--- src/rtl/rxeng_pkg.sv ---
package rxeng_pkg;

  localparam int CHAR_MAX = 8;
  localparam int TAG_W    = 3;

  typedef enum logic [2:0] {
    S_IDLE,
    S_START,
    S_DATA,
    S_PAR,
    S_STOP,
    S_BRKCHK,
    S_BRKWAIT
  } rx_state_t;

  // number of data bits for a length select code
  function automatic logic [3:0] char_bits(input logic [1:0] sel);
    return 4'd5 + {2'b00, sel};
  endfunction

  // 1 when the received parity bit disagrees with the selected sense
  function automatic logic par_mismatch(input logic [CHAR_MAX-1:0] d,
                                        input logic pbit,
                                        input logic odd);
    return (^d) ^ pbit ^ odd;
  endfunction

endpackage

--- src/rtl/rxeng_sync.sv ---
module rxeng_sync #(
  parameter int STAGES = 2
) (
  input  logic clk,
  input  logic rst_n,
  input  logic d,
  output logic q
);
  logic [STAGES-1:0] pipe;

  always_ff @(posedge clk or negedge rst_n) begin
    if (!rst_n) pipe <= '1;
    else        pipe <= {pipe[STAGES-2:0], d};
  end

  assign q = pipe[STAGES-1];
endmodule

--- src/rtl/rxeng_shift.sv ---
module rxeng_shift #(
  parameter  int W  = 8,
  localparam int IW = $clog2(W)
) (
  input  logic          clk,
  input  logic          rst_n,
  input  logic          clr,
  input  logic          load,
  input  logic [IW-1:0] idx,
  input  logic          din,
  output logic [W-1:0]  q
);
  always_ff @(posedge clk or negedge rst_n) begin
    if (!rst_n)    q <= '0;
    else if (clr)  q <= '0;
    else if (load) q[idx] <= din;
  end
endmodule

--- src/rtl/rxeng_core.sv ---
module rxeng_core
  import rxeng_pkg::*;
#(
  parameter  int OSR = 16,
  localparam int CW  = $clog2(OSR),
  localparam int MID = OSR / 2,
  localparam int IW  = $clog2(CHAR_MAX)
) (
  input  logic                clk,
  input  logic                rst_n,
  input  logic                tick,
  input  logic                rx,
  input  logic [1:0]          cfg_len,
  input  logic                cfg_par_en,
  input  logic                cfg_par_odd,
  input  logic                cfg_two_stop,
  input  logic [CHAR_MAX-1:0] data_q,
  output logic                sh_clr,
  output logic                sh_load,
  output logic [IW-1:0]       sh_idx,
  output logic                sh_din,
  output logic                brk_evt,
  output logic                out_valid,
  output logic [CHAR_MAX-1:0] out_data,
  output logic [TAG_W-1:0]    out_tags
);
  rx_state_t st;
  logic [CW-1:0] tcnt;
  logic [3:0]    bitn;
  logic          two_done, pbit_q, perr_q;

  logic       last, midp, zero_frame;
  logic [3:0] nbits;

  assign last       = (tcnt == CW'(OSR - 1));
  assign midp       = (tcnt == CW'(MID - 1));
  assign nbits      = char_bits(cfg_len);
  assign zero_frame = (data_q == '0) && !pbit_q;

  assign sh_load = tick && last && (st == S_DATA);
  assign sh_din  = rx;
  assign sh_idx  = bitn[IW-1:0];
  assign sh_clr  = tick && (((st == S_START) && midp && !rx) ||
                            ((st == S_STOP) && last && !rx && !zero_frame));
  assign brk_evt = tick && (st == S_BRKCHK) && !rx && last;

  always_ff @(posedge clk or negedge rst_n) begin
    if (!rst_n) begin
      st        <= S_IDLE;
      tcnt      <= '0;
      bitn      <= '0;
      two_done  <= 1'b0;
      pbit_q    <= 1'b0;
      perr_q    <= 1'b0;
      out_valid <= 1'b0;
      out_data  <= '0;
      out_tags  <= '0;
    end else begin
      out_valid <= 1'b0;
      if (tick) begin
        unique case (st)
          S_IDLE: if (!rx) begin
            st   <= S_START;
            tcnt <= '0;
          end
          S_START: if (midp) begin
            if (rx) st <= S_IDLE;
            else begin
              st       <= S_DATA;
              tcnt     <= '0;
              bitn     <= '0;
              pbit_q   <= 1'b0;
              perr_q   <= 1'b0;
              two_done <= 1'b0;
            end
          end else tcnt <= tcnt + CW'(1);
          S_DATA: if (last) begin
            tcnt <= '0;
            bitn <= bitn + 4'd1;
            if (bitn == nbits - 4'd1) st <= cfg_par_en ? S_PAR : S_STOP;
          end else tcnt <= tcnt + CW'(1);
          S_PAR: if (last) begin
            tcnt   <= '0;
            pbit_q <= rx;
            perr_q <= par_mismatch(data_q, rx, cfg_par_odd);
            st     <= S_STOP;
          end else tcnt <= tcnt + CW'(1);
          S_STOP: if (last) begin
            tcnt <= '0;
            if (!rx) begin
              if (zero_frame) st <= S_BRKCHK;
              else begin
                out_valid <= 1'b1;
                out_data  <= data_q;
                out_tags  <= {1'b0, 1'b1, perr_q};
                st        <= S_DATA;          // low slot becomes next start
                bitn      <= '0;
                pbit_q    <= 1'b0;
                perr_q    <= 1'b0;
                two_done  <= 1'b0;
              end
            end else if (cfg_two_stop && !two_done) begin
              two_done <= 1'b1;
            end else begin
              out_valid <= 1'b1;
              out_data  <= data_q;
              out_tags  <= {1'b0, 1'b0, perr_q};
              st        <= S_IDLE;
            end
          end else tcnt <= tcnt + CW'(1);
          S_BRKCHK: if (rx) begin
            out_valid <= 1'b1;
            out_data  <= data_q;
            out_tags  <= {1'b0, 1'b1, perr_q};
            st        <= S_IDLE;
          end else if (last) begin
            out_valid <= 1'b1;
            out_data  <= '0;
            out_tags  <= 3'b110;
            st        <= S_BRKWAIT;
            tcnt      <= '0;
          end else tcnt <= tcnt + CW'(1);
          S_BRKWAIT: if (!rx)  tcnt <= '0;
                     else if (last) st <= S_IDLE;
                     else tcnt <= tcnt + CW'(1);
          default: st <= S_IDLE;
        endcase
      end
    end
  end
endmodule

--- src/rtl/serial_rx_engine.sv ---
module serial_rx_engine
  import rxeng_pkg::*;
#(
  parameter  int OSR         = 16,
  parameter  int SYNC_STAGES = 2,
  localparam int IW          = $clog2(CHAR_MAX)
) (
  input  logic                clk,
  input  logic                rst_n,
  input  logic                rx_tick,
  input  logic                rx_line,
  input  logic [1:0]          cfg_len,
  input  logic                cfg_par_en,
  input  logic                cfg_par_odd,
  input  logic                cfg_two_stop,
  output logic                out_valid,
  output logic [CHAR_MAX-1:0] out_data,
  output logic [TAG_W-1:0]    out_tags
);
  logic                rx_s;
  logic                sh_clr, sh_load, sh_din;
  logic [IW-1:0]       sh_idx;
  logic [CHAR_MAX-1:0] data_q;
  logic                brk_evt;

  rxeng_sync #(.STAGES(SYNC_STAGES)) u_sync (
    .clk(clk), .rst_n(rst_n), .d(rx_line), .q(rx_s)
  );

  rxeng_shift #(.W(CHAR_MAX)) u_shift (
    .clk(clk), .rst_n(rst_n), .clr(sh_clr), .load(sh_load),
    .idx(sh_idx), .din(sh_din), .q(data_q)
  );

  rxeng_core #(.OSR(OSR)) u_core (
    .clk(clk), .rst_n(rst_n), .tick(rx_tick), .rx(rx_s),
    .cfg_len(cfg_len), .cfg_par_en(cfg_par_en), .cfg_par_odd(cfg_par_odd),
    .cfg_two_stop(cfg_two_stop), .data_q(data_q),
    .sh_clr(sh_clr), .sh_load(sh_load), .sh_idx(sh_idx), .sh_din(sh_din),
    .brk_evt(brk_evt), .out_valid(out_valid), .out_data(out_data),
    .out_tags(out_tags)
  );
endmodule

--- config.mk ---
export PLATFORM = sky130hd
export DESIGN_NAME = serial_rx_engine
export DESIGN_NICKNAME = d
export VERILOG_FILES = /design/src/rtl/rxeng_pkg.sv /design/src/rtl/rxeng_sync.sv /design/src/rtl/rxeng_shift.sv /design/src/rtl/rxeng_core.sv /design/src/rtl/serial_rx_engine.sv
export SDC_FILE = /design/constraint.sdc
export NUM_CORES = 1
export LEC_CHECK = 0
export ABC_AREA = 0
export CAP_MARGIN = 15
export CORE_MARGIN = 1
export CORE_UTILIZATION = 33
export CTS_BUF_LIST = sky130_fd_sc_hd__clkbuf_4 sky130_fd_sc_hd__clkbuf_8 sky130_fd_sc_hd__clkbuf_16
export CTS_CLUSTER_DIAMETER = 40
export DETAILED_ROUTE_END_ITERATION = 10
export PLACE_DENSITY = 0.63
export SYNTH_ARGS = -nofsm -noshare
export SYNTH_HDL_FRONTEND = slang
export SYNTH_SLANG_ARGS = --single-unit
export TNS_END_PERCENT = 20
--- constraint.sdc ---
create_clock -name clk -period 2.35 [get_ports clk]
set_input_delay 0.47 -clock clk [delete_from_list [all_inputs] [get_ports clk]]
set_output_delay 0.47 -clock clk [all_outputs]
set_load 0.01 [all_outputs]
==> impl_results.md <==
- Root Driver: clkbuf_8
- Post-synthesis async set-or-reset flop share: 1.00
- Final hold violation count: 0
- Avg Inst Size Synth: 9.03 um^2
- DR iter-0 viols: 109
- Total track usage: 0.152
- Largest fanout on the critical path: 14
- CP Capture Type: register
- Yosys warning total: 0
- RSZ-0062 raised after global routing: no
- Largest net degree at the start of global routing: 37
- Antenna viol nets, final: 0
- FF-to-FF setup slack: 300 ps
- Synth Net Count: 272
- Setup violations, final: 0
- Die ar.: 0.00731 mm^2
- N_diodes: 0
- Initial antenna violation count: 0
- Routability cong.: 0.847
- CTS clk-pin slew, worst paths: 70 ps
- I/O Buffers: 20
- Core Area: 0.00676 mm^2
- DRC viols: 0
- Via count: 1963
- CTS tree: done
- Height of the die: ~86 um
- Most frequent cells in the layout: dfrtp_1, inv_1, nand2_1, a21oi_1, clkdlybuf4s50_1
- Synth Instances: 255
- Met1 GRT Util: 0.212
- Routed WL: 5.22 mm
- Horiz. Die Dim: 85.5 um
- FMAX: 0.488 GHz
- Row cnt: 30
- Final Max Tran Viols: 0
- H-tree depth: 2
- First-pass GRT wire length: slightly below 9 mm
- Max VDD drop: 0.000579 V
- CP Class: register to register
- Hold Path Class: primary input to asynchronous set/reset pin
- EDFF count, synth: 0
- Reg2reg start: u_core.st[2]
- Share of cells above drive strength 1: 0.168
- HPWL after detailed placement: between 3 and 4 mm
- Sinks on Clock Net: 36
- #FFs+latches synth: 36
- Setup tns final: 0 ps
- Met3 Usage GRT: 0.0298
- Clk Latency, worst-skew pair: 290 ps
- GR peak layer: met2
- I/O Pins: 21
- Post-synthesis sequential area ratio: 0.392
- Number of buffers added for setup after CTS: 0
- Cell variety after synth: between 50 and 60
- CP required: ~2600 ps
- Fillcell total: approximately 670
- Max clock buf depth: 2
- Worst flop-to-flop path endpoint: u_core.bitn[2]
- LEAKAGE: 1.29 nW
- Max-Cap Viols: 0
- Synthesized area: 0.00230 mm^2
- Number of global-route vias before repair: 1785
- Critical path arrival: 2260 ps
- Resized Gates After CTS: 0
- WL/cell: 14.5 um
- Starting Density: 0.341
- Dominant synthesized flop cell: dfrtp_1
- Most common cell after layout, fill and taps aside: dfrtp_1
- CTS buffer count: 5
- Setup Skew: 5.88 ps
- Worst slack at placement: 191 ps
- Met2 GRT Util: 0.236
- Total iterations of the first detailed-routing run: 5
- Minimum clock period: 2050 ps
- Critical path launch point type: register
- Area growth syn-to-layout: 19.0%
- Final worst path period share: 0.872
- PnR worst setup slack: 300 ps
- Power Density: 1130 mW/mm^2
- Post-CTS Hold Fix Bufs: 0
- Relative slew slack: 0.466
- Worst r2r path cells: 6
- Status: complete, no violations
- Total congestion overflow: 0
- DR vias/cell: 5.45
- Worst-Margin Slew: about 800 ps
- Layout Nets: around 300
metal layers:
metal	wire length (um)	share of wire
met3	208	0.040
met2	2390	0.46
met4	77	0.015
met5	0	0
met1	2550	0.49
per-stage QoR:
step	util	hold slack (ps)	instance area, um^2	instances	total power, mW
floorplan	-	174	2300	255	2.05
global placement	0.389	349	2630	352	2.53
detailed placement	0.389	348	2630	352	2.54
CTS	0.405	309	2740	360	3.12
global route	0.405	345	2740	360	3.32
finish	0.405	273	2740	360	3.09
final cells by class:
type	count	area [um^2]	share of cell area
clock buffers	6	76.3	0.0279
clock inverters	2	35.0	0.0128
inverters	26	97.6	0.0356
multi-input cells	175	1220	0.445
flip-flops and latches	36	903	0.330
well taps	80	100	0.0365
repair buffers	35	308	0.112
how the worst max path moves through the flow:
stage | from | to
finish | u_core.st[2] | u_core.bitn[2]
global route | u_core.st[2] | u_core.tcnt[3]
CTS | u_core.st[2] | u_core.bitn[2]
detailed placement | cfg_two_stop | u_core.out_data[6]
global placement | rx_tick | u_shift.q[2]
floorplan | u_core.st[1] | u_core.tcnt[3]
cells in the mapped netlist, types with 2 or more instances:
master    number  area share
and3_1         4       0.011
buf_2          8       0.017
xnor2_1        8       0.030
o221a_2        2      0.0098
nand2_1       25       0.041
nor3_1         6       0.013
clkbuf_1       8       0.013
or3b_1         2      0.0076
nor2b_1        3      0.0082
a21o_1         2      0.0065
mux2_2         7       0.034
or2_2          2      0.0054
or3b_2         3       0.011
dfrtp_1       34        0.37
or3_1          3      0.0082
a32oi_1        2      0.0076
nand2b_1       2      0.0054
nand3_1        9       0.020
nand3b_1       3      0.0098
nand4b_1       3       0.011
o21ai_0       10       0.022
inv_1         26       0.042
nor2_1         8       0.013
mux2i_1        9       0.039
a21oi_1       25       0.054
dfstp_2        2       0.023
ha_1           8       0.043
a31oi_1        4       0.011
o211ai_1       3      0.0098
critical path, cell delays in order, from the launching register on:
cell	delay, ps
dfrtp_1	580
or3b_1	460
buf_4	190
o31ai_4	70
o221ai_2	180
or3_1	340
a21oi_1	160
sequential cells by signal (all words and copies together) (netlist names):
signal,flops
u_core.out_data,8
u_shift.q,8
u_core.bitn,4
u_core.tcnt,4
u_core.out_tags,3
u_core.st,3
u_sync.pipe,2
u_core.out_valid,1
u_core.pbit_q,1
u_core.perr_q,1
u_core.two_done,1
report_power, final:
| group | switching [mW] | internal, mW | leakage [nW] |
|---|---|---|---|
| Sequential | 0.180 | 0.818 | 0.421 |
| Combinational | 0.781 | 0.762 | 0.809 |
| Clock | 0.223 | 0.326 | 0.0586 |
kinds of logic (layout without fill, tap and decap cells):
family | after synthesis | after routing | share of synthesized area
buf+inv | 44 | 69 | 0.0783
mux | 16 | 16 | 0.0734
compound gates | 63 | 63 | 0.192
flops | 36 | 36 | 0.392
fa+ha+maj | 8 | 8 | 0.0435
simple gates | 80 | 80 | 0.190
xor+xnor | 8 | 8 | 0.0304
Power figures use the tool's default switching activity.
